## src/rtl/lcdclk_pkg.sv

```systemverilog
package lcdclk_pkg;

    typedef enum logic [1:0] {
        ST_OFF  = 2'd0,
        ST_RUN  = 2'd1,
        ST_HOLD = 2'd2
    } clk_state_e;

    localparam logic [1:0] SRC_FAST = 2'b00;
    localparam logic [1:0] SRC_XTAL = 2'b01;
    localparam logic [1:0] SRC_LPRC = 2'b10;
    localparam logic [1:0] SRC_NONE = 2'b11;

endpackage

```

## src/rtl/lcdclk_src_mux.sv

```systemverilog
module lcdclk_src_mux
    import lcdclk_pkg::*;
#(
    parameter int A_W      = 8,
    parameter int FAST_PRE = 256,
    parameter int SLOW_PRE = 1
) (
    input  logic [2:0]     stb_vec,
    input  logic [1:0]     src_sel,
    output logic           strobe,
    output logic [A_W-1:0] a_lim,
    output logic           can_sleep
);

    localparam logic [A_W-1:0] FAST_LIM = A_W'(FAST_PRE - 1);
    localparam logic [A_W-1:0] SLOW_LIM = A_W'(SLOW_PRE - 1);

    always_comb begin
        strobe    = 1'b0;
        a_lim     = SLOW_LIM;
        can_sleep = 1'b0;
        unique case (src_sel)
            SRC_FAST: begin
                strobe = stb_vec[0];
                a_lim  = FAST_LIM;
            end
            SRC_XTAL: begin
                strobe    = stb_vec[1];
                can_sleep = 1'b1;
            end
            SRC_LPRC: begin
                strobe    = stb_vec[2];
                can_sleep = 1'b1;
            end
            SRC_NONE: begin
                strobe = 1'b0;
            end
        endcase
    end

endmodule

```

## src/rtl/lcdclk_fsm.sv

```systemverilog
module lcdclk_fsm
    import lcdclk_pkg::*;
(
    input  logic       clk,
    input  logic       rst_n,
    input  logic       enable,
    input  logic       halt,
    output clk_state_e state,
    output logic       advance,
    output logic       clear
);

    clk_state_e state_d;

    always_ff @(posedge clk or negedge rst_n) begin
        if (!rst_n) state <= ST_OFF;
        else        state <= state_d;
    end

    always_comb begin
        state_d = state;
        unique case (state)
            ST_OFF:  if (enable) state_d = halt ? ST_HOLD : ST_RUN;
            ST_RUN:  if (!enable) state_d = ST_OFF;
                     else if (halt) state_d = ST_HOLD;
            ST_HOLD: if (!enable) state_d = ST_OFF;
                     else if (!halt) state_d = ST_RUN;
            default: state_d = ST_OFF;
        endcase
    end

    always_comb begin
        advance = 1'b0;
        clear   = 1'b0;
        unique case (state)
            ST_OFF:  clear   = 1'b1;
            ST_RUN:  advance = 1'b1;
            ST_HOLD: advance = 1'b0;
            default: clear   = 1'b1;
        endcase
    end

endmodule

```

## src/rtl/lcdclk_divchain.sv

```systemverilog
module lcdclk_divchain #(
    parameter int A_W       = 8,
    parameter int PS_W      = 4,
    parameter int SEG_TICKS = 32
) (
    input  logic            clk,
    input  logic            rst_n,
    input  logic            clear,
    input  logic            advance,
    input  logic            strobe,
    input  logic [A_W-1:0]  a_lim,
    input  logic [PS_W-1:0] ps_sel,
    input  logic [1:0]      src_sel,
    output logic            tick,
    output logic            lcd
);

    localparam int SEG_W = (SEG_TICKS > 1) ? $clog2(SEG_TICKS) : 1;
    localparam logic [SEG_W-1:0] SEG_LIM = SEG_W'(SEG_TICKS - 1);

    logic [A_W-1:0]   a_cnt;
    logic [PS_W-1:0]  p_cnt;
    logic [SEG_W-1:0] s_cnt;
    logic [PS_W-1:0]  ps_q;
    logic [1:0]       sel_q;
    logic             a_hit, p_hit, s_hit, cfg_chg;

    assign a_hit   = (a_cnt == a_lim);
    assign p_hit   = (p_cnt == ps_sel);
    assign s_hit   = (s_cnt == SEG_LIM);
    assign cfg_chg = (ps_q != ps_sel) || (sel_q != src_sel);

    always_ff @(posedge clk or negedge rst_n) begin
        if (!rst_n) begin
            a_cnt <= '0;
            p_cnt <= '0;
            s_cnt <= '0;
            ps_q  <= '0;
            sel_q <= '0;
            tick  <= 1'b0;
            lcd   <= 1'b0;
        end else begin
            ps_q  <= ps_sel;
            sel_q <= src_sel;
            tick  <= 1'b0;
            lcd   <= 1'b0;
            if (clear) begin
                a_cnt <= '0;
                p_cnt <= '0;
                s_cnt <= '0;
            end else if (cfg_chg) begin
                a_cnt <= '0;
                p_cnt <= '0;
            end else if (advance && strobe) begin
                if (a_hit) begin
                    a_cnt <= '0;
                    if (p_hit) begin
                        p_cnt <= '0;
                        tick  <= 1'b1;
                        lcd   <= s_hit;
                        s_cnt <= s_hit ? '0 : s_cnt + 1'b1;
                    end else begin
                        p_cnt <= p_cnt + 1'b1;
                    end
                end else begin
                    a_cnt <= a_cnt + 1'b1;
                end
            end
        end
    end

endmodule

```

## src/rtl/lcdclk_gen.sv

```systemverilog
module lcdclk_gen
    import lcdclk_pkg::*;
#(
    parameter int FAST_DIV  = 8192,
    parameter int SLOW_DIV  = 32,
    parameter int SEG_TICKS = 32,
    parameter int PS_W      = 4
) (
    input  logic            clk,
    input  logic            rst_n,
    input  logic            frc_stb,
    input  logic            xtal_stb,
    input  logic            lprc_stb,
    input  logic [1:0]      src_sel,
    input  logic [PS_W-1:0] ps_sel,
    input  logic            lcd_en,
    input  logic            sleep_stop,
    input  logic            cpu_sleep,
    output logic            seg_tick,
    output logic            lcd_clk_en
);

    localparam int FAST_PRE = FAST_DIV / SEG_TICKS;
    localparam int SLOW_PRE = SLOW_DIV / SEG_TICKS;
    localparam int A_W      = (FAST_PRE > 1) ? $clog2(FAST_PRE) : 1;

    logic [2:0]     stb_vec;
    logic           strobe, can_sleep, halt, advance, clear;
    logic [A_W-1:0] a_lim;
    clk_state_e     state;

    assign stb_vec = {lprc_stb, xtal_stb, frc_stb};
    assign halt    = cpu_sleep && (sleep_stop || !can_sleep);

    lcdclk_src_mux #(
        .A_W      (A_W),
        .FAST_PRE (FAST_PRE),
        .SLOW_PRE (SLOW_PRE)
    ) mux_i (
        .stb_vec   (stb_vec),
        .src_sel   (src_sel),
        .strobe    (strobe),
        .a_lim     (a_lim),
        .can_sleep (can_sleep)
    );

    lcdclk_fsm fsm_i (
        .clk     (clk),
        .rst_n   (rst_n),
        .enable  (lcd_en),
        .halt    (halt),
        .state   (state),
        .advance (advance),
        .clear   (clear)
    );

    lcdclk_divchain #(
        .A_W       (A_W),
        .PS_W      (PS_W),
        .SEG_TICKS (SEG_TICKS)
    ) div_i (
        .clk     (clk),
        .rst_n   (rst_n),
        .clear   (clear),
        .advance (advance),
        .strobe  (strobe),
        .a_lim   (a_lim),
        .ps_sel  (ps_sel),
        .src_sel (src_sel),
        .tick    (seg_tick),
        .lcd     (lcd_clk_en)
    );

endmodule

```

## config.mk

```make
export PLATFORM = sky130hd
export DESIGN_NAME = lcdclk_gen
export DESIGN_NICKNAME = d
export VERILOG_FILES = /design/src/rtl/lcdclk_pkg.sv /design/src/rtl/lcdclk_src_mux.sv /design/src/rtl/lcdclk_fsm.sv /design/src/rtl/lcdclk_divchain.sv /design/src/rtl/lcdclk_gen.sv
export SDC_FILE = /design/constraint.sdc
export NUM_CORES = 1
export LEC_CHECK = 0
export CORE_UTILIZATION = 60
export CTS_BUF_LIST = sky130_fd_sc_hd__clkbuf_2
export DETAILED_ROUTE_END_ITERATION = 16
export DONT_BUFFER_PORTS = 1
export MAX_ROUTING_LAYER = met4
export PLACE_DENSITY = 0.83
export SETUP_SLACK_MARGIN = 0.3
export SYNTH_ARGS = -nofsm -noshare
export SYNTH_HDL_FRONTEND = slang
export SYNTH_SLANG_ARGS = --single-unit
```

## constraint.sdc

```tcl
create_clock -name clk -period 2.15 [get_ports clk]
set_clock_uncertainty 0.1 [all_clocks]
set_input_delay 0.1075 -clock clk [delete_from_list [all_inputs] [get_ports clk]]
set_output_delay 0.1075 -clock clk [all_outputs]
set_load 0.005 [all_outputs]
```

==> results.sh, run 1 <==
export IMPL_outcome="finished, violations left"
export IMPL_failed_checks="hold timing"
export IMPL_antenna_found_initial=0
export IMPL_synth_seq_area_share=0.431
export IMPL_timing_fmax_mhz=481
export IMPL_setup_violations=0
export IMPL_reg2reg_depth=6
export IMPL_rsz0062_at_grt="true"
export IMPL_crit_arrival_ps=2310
export IMPL_cp_required_ps=2390
export IMPL_grt_ovfl_total=0
export IMPL_ys_ff_latch=27
export IMPL_numCtsBuffers=3
export IMPL_power_density_mw_per_mm2=575
export IMPL_ys_warn_count=0
export IMPL_fill_cells=160
export IMPL_timing_hold_ws_ps=-12.3
export IMPL_grtUsageTotal=0.267
export IMPL_wire_per_inst_um=16.8
export IMPL_place_congestion=0.790
export IMPL_max_slew_margin=0.650
export IMPL_rows=18
export IMPL_cap_violations=0
export IMPL_worstMarginPinSlew_ps=521
export IMPL_drt_pre_antenna_iters=4
export IMPL_area_delta_synth_final_pct=20.8
export IMPL_yosysUniqueCellTypes=37
export IMPL_fin_crit_sh=0.967
export IMPL_worstSetupPathType="register to register"
export IMPL_synth_net_count=177
export IMPL_p_leak_uw=0.000849
export IMPL_avgSynthCellArea_um2=10.3
export IMPL_die_w_um=53.1
export IMPL_timing_rr_start="div_i.sel_q[1]"
export IMPL_clock_sinks=27
export IMPL_clockBufferDepth=2
export IMPL_num_vias=1247
export IMPL_drt_wl_total_um=3490
export IMPL_min_to="fsm_i.state[0]"
export IMPL_dp_hpwl_um=2250
export IMPL_slew_viol_final=0
export IMPL_hp_class="primary input to register"
export IMPL_cts_tree="done"
export IMPL_clkTransAtPathRegs_ps=270
export IMPL_crit_path_end_kind="register"
export IMPL_boundaryPins=16
export IMPL_grt_max_degree=28
export IMPL_coreArea_mm2=0.00248
export IMPL_viasPerCell=6.00
export IMPL_initial_utilization=0.633
export IMPL_clock_latency_ps=380
export IMPL_fin_setup_tns_ps=0
export IMPL_grt_pass1_wl_um=5230
export IMPL_die_area_mm2=0.00282
export IMPL_grt_pass1_vias=1206
export IMPL_ctsRootBufferMaster="clkbuf_2"
export IMPL_drive_gt1_frac=0.169
export IMPL_syn_cell_area_mm2=0.00157
export IMPL_min_delay_start="lcd_en"
export IMPL_whs_path_depth=4
export IMPL_numPortBuffers=0
export IMPL_ir_worst_vdd_v=0.000485
export IMPL_first_iter_violations=21
export IMPL_cts_htree_levels=1
export IMPL_n_antenna_cell=0
export IMPL_num_nets_final=204
export IMPL_worst_path_max_fanout=4
export IMPL_hold_viol=1
export IMPL_synthCells=152
export IMPL_r2r_end="div_i.a_cnt[7]"
export IMPL_antenna_left=0
export IMPL_worst_setup_path_start_kind="register"
export IMPL_r2r_setup_slack_ps=70
export IMPL_die_h_um=53.1
export IMPL_min_period_ps=2080
export IMPL_drc=0
## critical path, cell delays in order, from the launching register on
cell     delay (ps)
dfrtp_1         440
xor2_1          170
nor4_4          360
nand3_2         140
or3_4           420
or3_1           340
o21ai_2          70
## cells in the mapped netlist
cell type | instances | area share
a21boi_0 | 1 | 0.0048
a21boi_1 | 2 | 0.0096
a21o_1 | 1 | 0.0048
a21oi_1 | 4 | 0.013
a22o_1 | 3 | 0.017
a22oi_1 | 1 | 0.0048
and2_1 | 3 | 0.012
and3_1 | 2 | 0.0080
and4_1 | 1 | 0.0056
and4_4 | 1 | 0.0072
dfrtp_1 | 27 | 0.43
ha_1 | 11 | 0.088
inv_1 | 7 | 0.017
mux2_2 | 1 | 0.0072
mux2i_1 | 5 | 0.032
nand2_1 | 15 | 0.036
nand2b_1 | 2 | 0.0080
nand3_1 | 10 | 0.032
nand3b_1 | 2 | 0.0096
nand4_1 | 4 | 0.016
nand4_4 | 1 | 0.014
nor2_1 | 9 | 0.022
nor2b_1 | 2 | 0.0080
nor3_1 | 3 | 0.0096
nor3b_1 | 1 | 0.0048
nor4_1 | 1 | 0.0040
nor4_4 | 1 | 0.014
nor4b_4 | 1 | 0.015
o211a_1 | 1 | 0.0064
o211ai_1 | 2 | 0.0096
o21ai_0 | 6 | 0.019
o21ai_4 | 1 | 0.010
o31ai_1 | 2 | 0.0096
or2_2 | 1 | 0.0040
or3_1 | 4 | 0.016
xnor2_1 | 4 | 0.022
xor2_1 | 9 | 0.050
## cell usage in the layout, fill, tap and decap left out, drive strengths merged, types with 7 or more instances in the layout
cell	instances
nand2	15
dfrtp	27
xor2	9
nor2	9
nand3	10
inv	7
buf	11
ha	11
o21ai	7
dlygate4sd3	11
## layout make-up
type | count | area [um^2] | area share
clock buffers | 3 | 15.0 | 0.00793
repair buffers | 22 | 216 | 0.114
inverters | 7 | 26.3 | 0.0139
well taps | 30 | 37.5 | 0.0198
clock inverters | 1 | 7.51 | 0.00396
flip-flops and latches | 27 | 676 | 0.357
multi-input cells | 118 | 916 | 0.483
## per-stage QoR
stage / setup slack, ps / power [uW] / cells / util / cell area [um^2]
2_1_floorplan: 239 / 748 / 152 / - / 1570
3_5_place_dp: 115 / 824 / 185 / 0.659 / 1630
3_3_place_gp: 173 / 802 / 185 / 0.659 / 1630
5_1_grt: -8.94 / 1140 / 208 / 0.765 / 1890
6_report: 71.6 / 1090 / 208 / 0.765 / 1890
4_1_cts: 96.0 / 1070 / 204 / 0.732 / 1810
## flip-flops by register name, indices dropped and copies added (netlist names)
| signal | flops |
|---|---|
| div_i.s_cnt | 5 |
| div_i.lcd | 1 |
| div_i.p_cnt | 4 |
| div_i.ps_q | 4 |
| div_i.tick | 1 |
| div_i.sel_q | 2 |
| div_i.a_cnt | 8 |
| fsm_i.state | 2 |
## worst max-delay path by stage
stage                                end            from  cells after the start
final                     div_i.a_cnt[7]  div_i.sel_q[1]                      6
after global routing      div_i.a_cnt[6]   div_i.ps_q[3]                      6
after CTS                 div_i.a_cnt[5]   div_i.ps_q[1]                      6
after detailed placement  div_i.a_cnt[5]  div_i.sel_q[1]                      6
after global placement    div_i.a_cnt[6]  div_i.sel_q[1]                      6
after floorplan           div_i.a_cnt[6]  div_i.sel_q[1]                      6
## per-layer routing
layer  track usage  routed length, um  vias to the layer above
li1              -                  -                      592
met1         0.313               1490                      600
met2         0.466               1790                       48
met3        0.0374                153                        7
met4        0.0965                 57                        0
met5             -                  0                        -
## logic make-up (layout without fill, tap and decap cells)
| logic type | after synthesis | in the layout | share of synthesized area |
|---|---|---|---|
| AO/OA/AOI/OAI | 24 | 24 | 0.109 |
| XOR/XNOR | 13 | 13 | 0.0726 |
| adder cells (fa/ha/maj) | 11 | 11 | 0.0878 |
| buffers and inverters | 7 | 33 | 0.0168 |
| flip-flops | 27 | 27 | 0.431 |
| multiplexers | 6 | 6 | 0.0391 |
| AND/OR/NAND/NOR | 64 | 64 | 0.244 |
## what timing repair did
item | in CTS | in global routing
endpoints found under the hold margin | 35 | 16
setup buffers | 4 | 3
pin swaps | 4 | 15
endpoints found under the setup margin | 9 | 19
gates resized for setup | 4 | 11
hold buffers | 11 | 1
## power by group
group	leakage, uW	total (uW)	internal (uW)	switching (uW)
clock	0.0000126	207	43.1	164
sequential	0.000361	550	531	19.1
combinational	0.000475	331	154	177
(Power assumes the default switching activity.)
==> run 2: changes to the inputs <==
ABC_AREA = 1   (was not set)
==> results.sh, run 2 <==
export IMPL_outcome="finished, final reports clean"
export IMPL_cp_required_ps=2370
export IMPL_ctsRootBufferMaster="clkbuf_2"
export IMPL_grt_pass1_vias=1365
export IMPL_worst_setup_path_start_kind="register"
export IMPL_numCtsBuffers=3
export IMPL_ys_warn_count=0
export IMPL_antenna_found_initial=0
export IMPL_synth_top_area_share=0.374
export IMPL_coreArea_mm2=0.00281
export IMPL_place_congestion=0.865
export IMPL_mostFrequentLayoutCells="nand2_1 (76), inv_1 (29), nor2_1 (27), dfrtp_1 (27), nand3_1 (12)"
export IMPL_worst_slack_ps=430
export IMPL_timing_hold_ws_ps=47.6
export IMPL_grt_pass1_wl_um=5580
export IMPL_yosys_top_cells_area="dfrtp_1 (37%), nand2_1 (16%), ha_1 (7.6%)"
export IMPL_cts_htree_levels=1
export IMPL_cap_violations=0
export IMPL_cts_tree="done"
export IMPL_num_vias=1456
export IMPL_yosysUniqueCellTypes=26
export IMPL_power_density_mw_per_mm2=590
export IMPL_first_iter_violations=37
export IMPL_drive_gt1_frac=0.118
export IMPL_synth_top_flop_cell="dfrtp_1"
export IMPL_regMostFlops="div_i.a_cnt"
export IMPL_fin_setup_tns_ps=0
export IMPL_ys_ff_latch=27
export IMPL_min_to="fsm_i.state[0]"
export IMPL_syn_cell_area_mm2=0.00181
export IMPL_largest_reg_flops=8
export IMPL_r2r_setup_slack_ps=430
export IMPL_synthArstFlopShare=1.00
export IMPL_slew_viol_final=0
export IMPL_die_w_um=56.9
export IMPL_p_leak_uw=0.00107
export IMPL_clock_sinks=27
export IMPL_antenna_left=0
export IMPL_initial_utilization=0.644
export IMPL_fin_crit_sh=0.800
export IMPL_dp_hpwl_um=2420
export IMPL_synth_area_leader_cell="dfrtp_1"
export IMPL_grt_max_degree=28
export IMPL_area_delta_synth_final_pct=9.63
export IMPL_worstSetupPathType="register to register"
export IMPL_r2r_end="div_i.s_cnt[3]"
export IMPL_max_slew_margin=0.746
export IMPL_worst_path_max_fanout=4
export IMPL_drt_pre_antenna_iters=4
export IMPL_rsz0062_at_grt="false"
export IMPL_clockBufferDepth=2
export IMPL_n_antenna_cell=0
export IMPL_avgSynthCellArea_um2=7.52
export IMPL_synth_edf_count=0
export IMPL_min_period_ps=1720
export IMPL_die_h_um=56.9
export IMPL_synthCells=240
export IMPL_numPortBuffers=0
export IMPL_num_nets_final=280
export IMPL_pre_cts_slack_ps=440
export IMPL_clkTransAtPathRegs_ps=260
export IMPL_timing_fmax_mhz=581
export IMPL_min_delay_start="cpu_sleep"
export IMPL_synth_net_count=265
export IMPL_hold_viol=0
export IMPL_rows=19
export IMPL_crit_path_end_kind="register"
export IMPL_ir_worst_vdd_v=0.000275
export IMPL_drt_wl_total_um=3270
export IMPL_worstMarginPinSlew_ps=377
export IMPL_crit_arrival_ps=1940
export IMPL_timing_rr_start="div_i.s_cnt[0]"
export IMPL_wire_per_inst_um=11.5
export IMPL_cts_setup_buffers=0
export IMPL_netlist_top_cells_count="nand2_1 (76), inv_1 (29), nor2_1 (28)"
export IMPL_drc=0
export IMPL_clock_latency_ps=360
export IMPL_hp_class="primary input to register"
export IMPL_reg2reg_depth=9
export IMPL_grt_ovfl_total=0
export IMPL_die_area_mm2=0.00323
export IMPL_boundaryPins=16
export IMPL_synth_seq_area_share=0.374
export IMPL_setup_violations=0
export IMPL_reg_top3="div_i.a_cnt x8, div_i.s_cnt x5"
export IMPL_grtUsageTotal=0.227
export IMPL_viasPerCell=5.11
export IMPL_yosys_cell_count_top_type="nand2_1"
export IMPL_mostFrequentLayoutCell="nand2_1"
export IMPL_whs_path_depth=5
-- run 2: cell types whose count changed in the layout (fill, tap and decap cells not counted), sizes merged, moves of 3 or more --
cell    delta
and2       -3
or3        -4
buf        -9
a22o       -3
nor2      +26
mux2i      -5
nand3      +3
inv       +28
a21boi     -3
nand2     +68
-- run 2: how the worst max path moves through the flow --
stage                         startpoint             end  slack, ps
final                     div_i.s_cnt[0]  div_i.s_cnt[3]        430
after floorplan           fsm_i.state[0]  div_i.a_cnt[5]        520
after global placement    div_i.s_cnt[0]  div_i.s_cnt[3]        480
after CTS                 fsm_i.state[1]  div_i.s_cnt[3]        400
after global routing      div_i.s_cnt[0]  div_i.s_cnt[3]        320
after detailed placement  fsm_i.state[1]  div_i.s_cnt[3]        440
-- run 2: through the flow --
step	utilization	total power [uW]	cell area, um^2	cells
global route	0.706	1250	1980	285
detailed placement	0.658	951	1850	271
finish	0.706	1170	1980	285
floorplan	-	872	1810	240
CTS	0.701	1170	1970	284
global placement	0.658	946	1850	271
-- run 2: metal layers --
layer	part of all wire	wire length, um	GRT usage
met5	0	0	-
met3	0.020	67	0.0207
met1	0.46	1490	0.272
met4	0.0046	15	0.0732
met2	0.52	1700	0.405
-- run 2: cell type report --
cell class                 instances  area [um^2]
timing repair buffer              11          118
multi-input combinational        177          996
fill                             223          826
clock buffer                       3         15.0
inverter                          35          131
clock inverter                     1         5.00
sequential                        27          676
tap                               31         38.8
-- run 2: kinds of logic after synthesis --
kind of cell	count (synthesis)	synth area share
xor+xnor	10	0.0485
compound gates	15	0.0478
buf+inv	36	0.0755
fa+ha+maj	11	0.0762
simple gates	141	0.378
flops	27	0.374
-- run 2: power by group --
part	total [uW]	switching [uW]	internal, uW	leakage [uW]
clock network	196	154	42.2	0.0000164
registers	567	25.5	541	0.000360
logic	405	264	141	0.000695
total	1170	443	725	0.00107
-- run 2: repair_timing --
item / CTS / global route
endpoints found under the setup margin: 0 / 4
gates resized for setup: 0 / 1
hold endpoints to repair: 35 / 11
hold buffers: 9 / 1
-- run 2: worst max-delay path, stage by stage (launching register included) --
cell	delay, ps
dfrtp_1	470
ha_1	220
nand2_1	80
nor2_1	50
ha_1	200
nor2_1	200
o21ai_0	120
a21oi_1	130
nand2_1	60
nand2_1	50
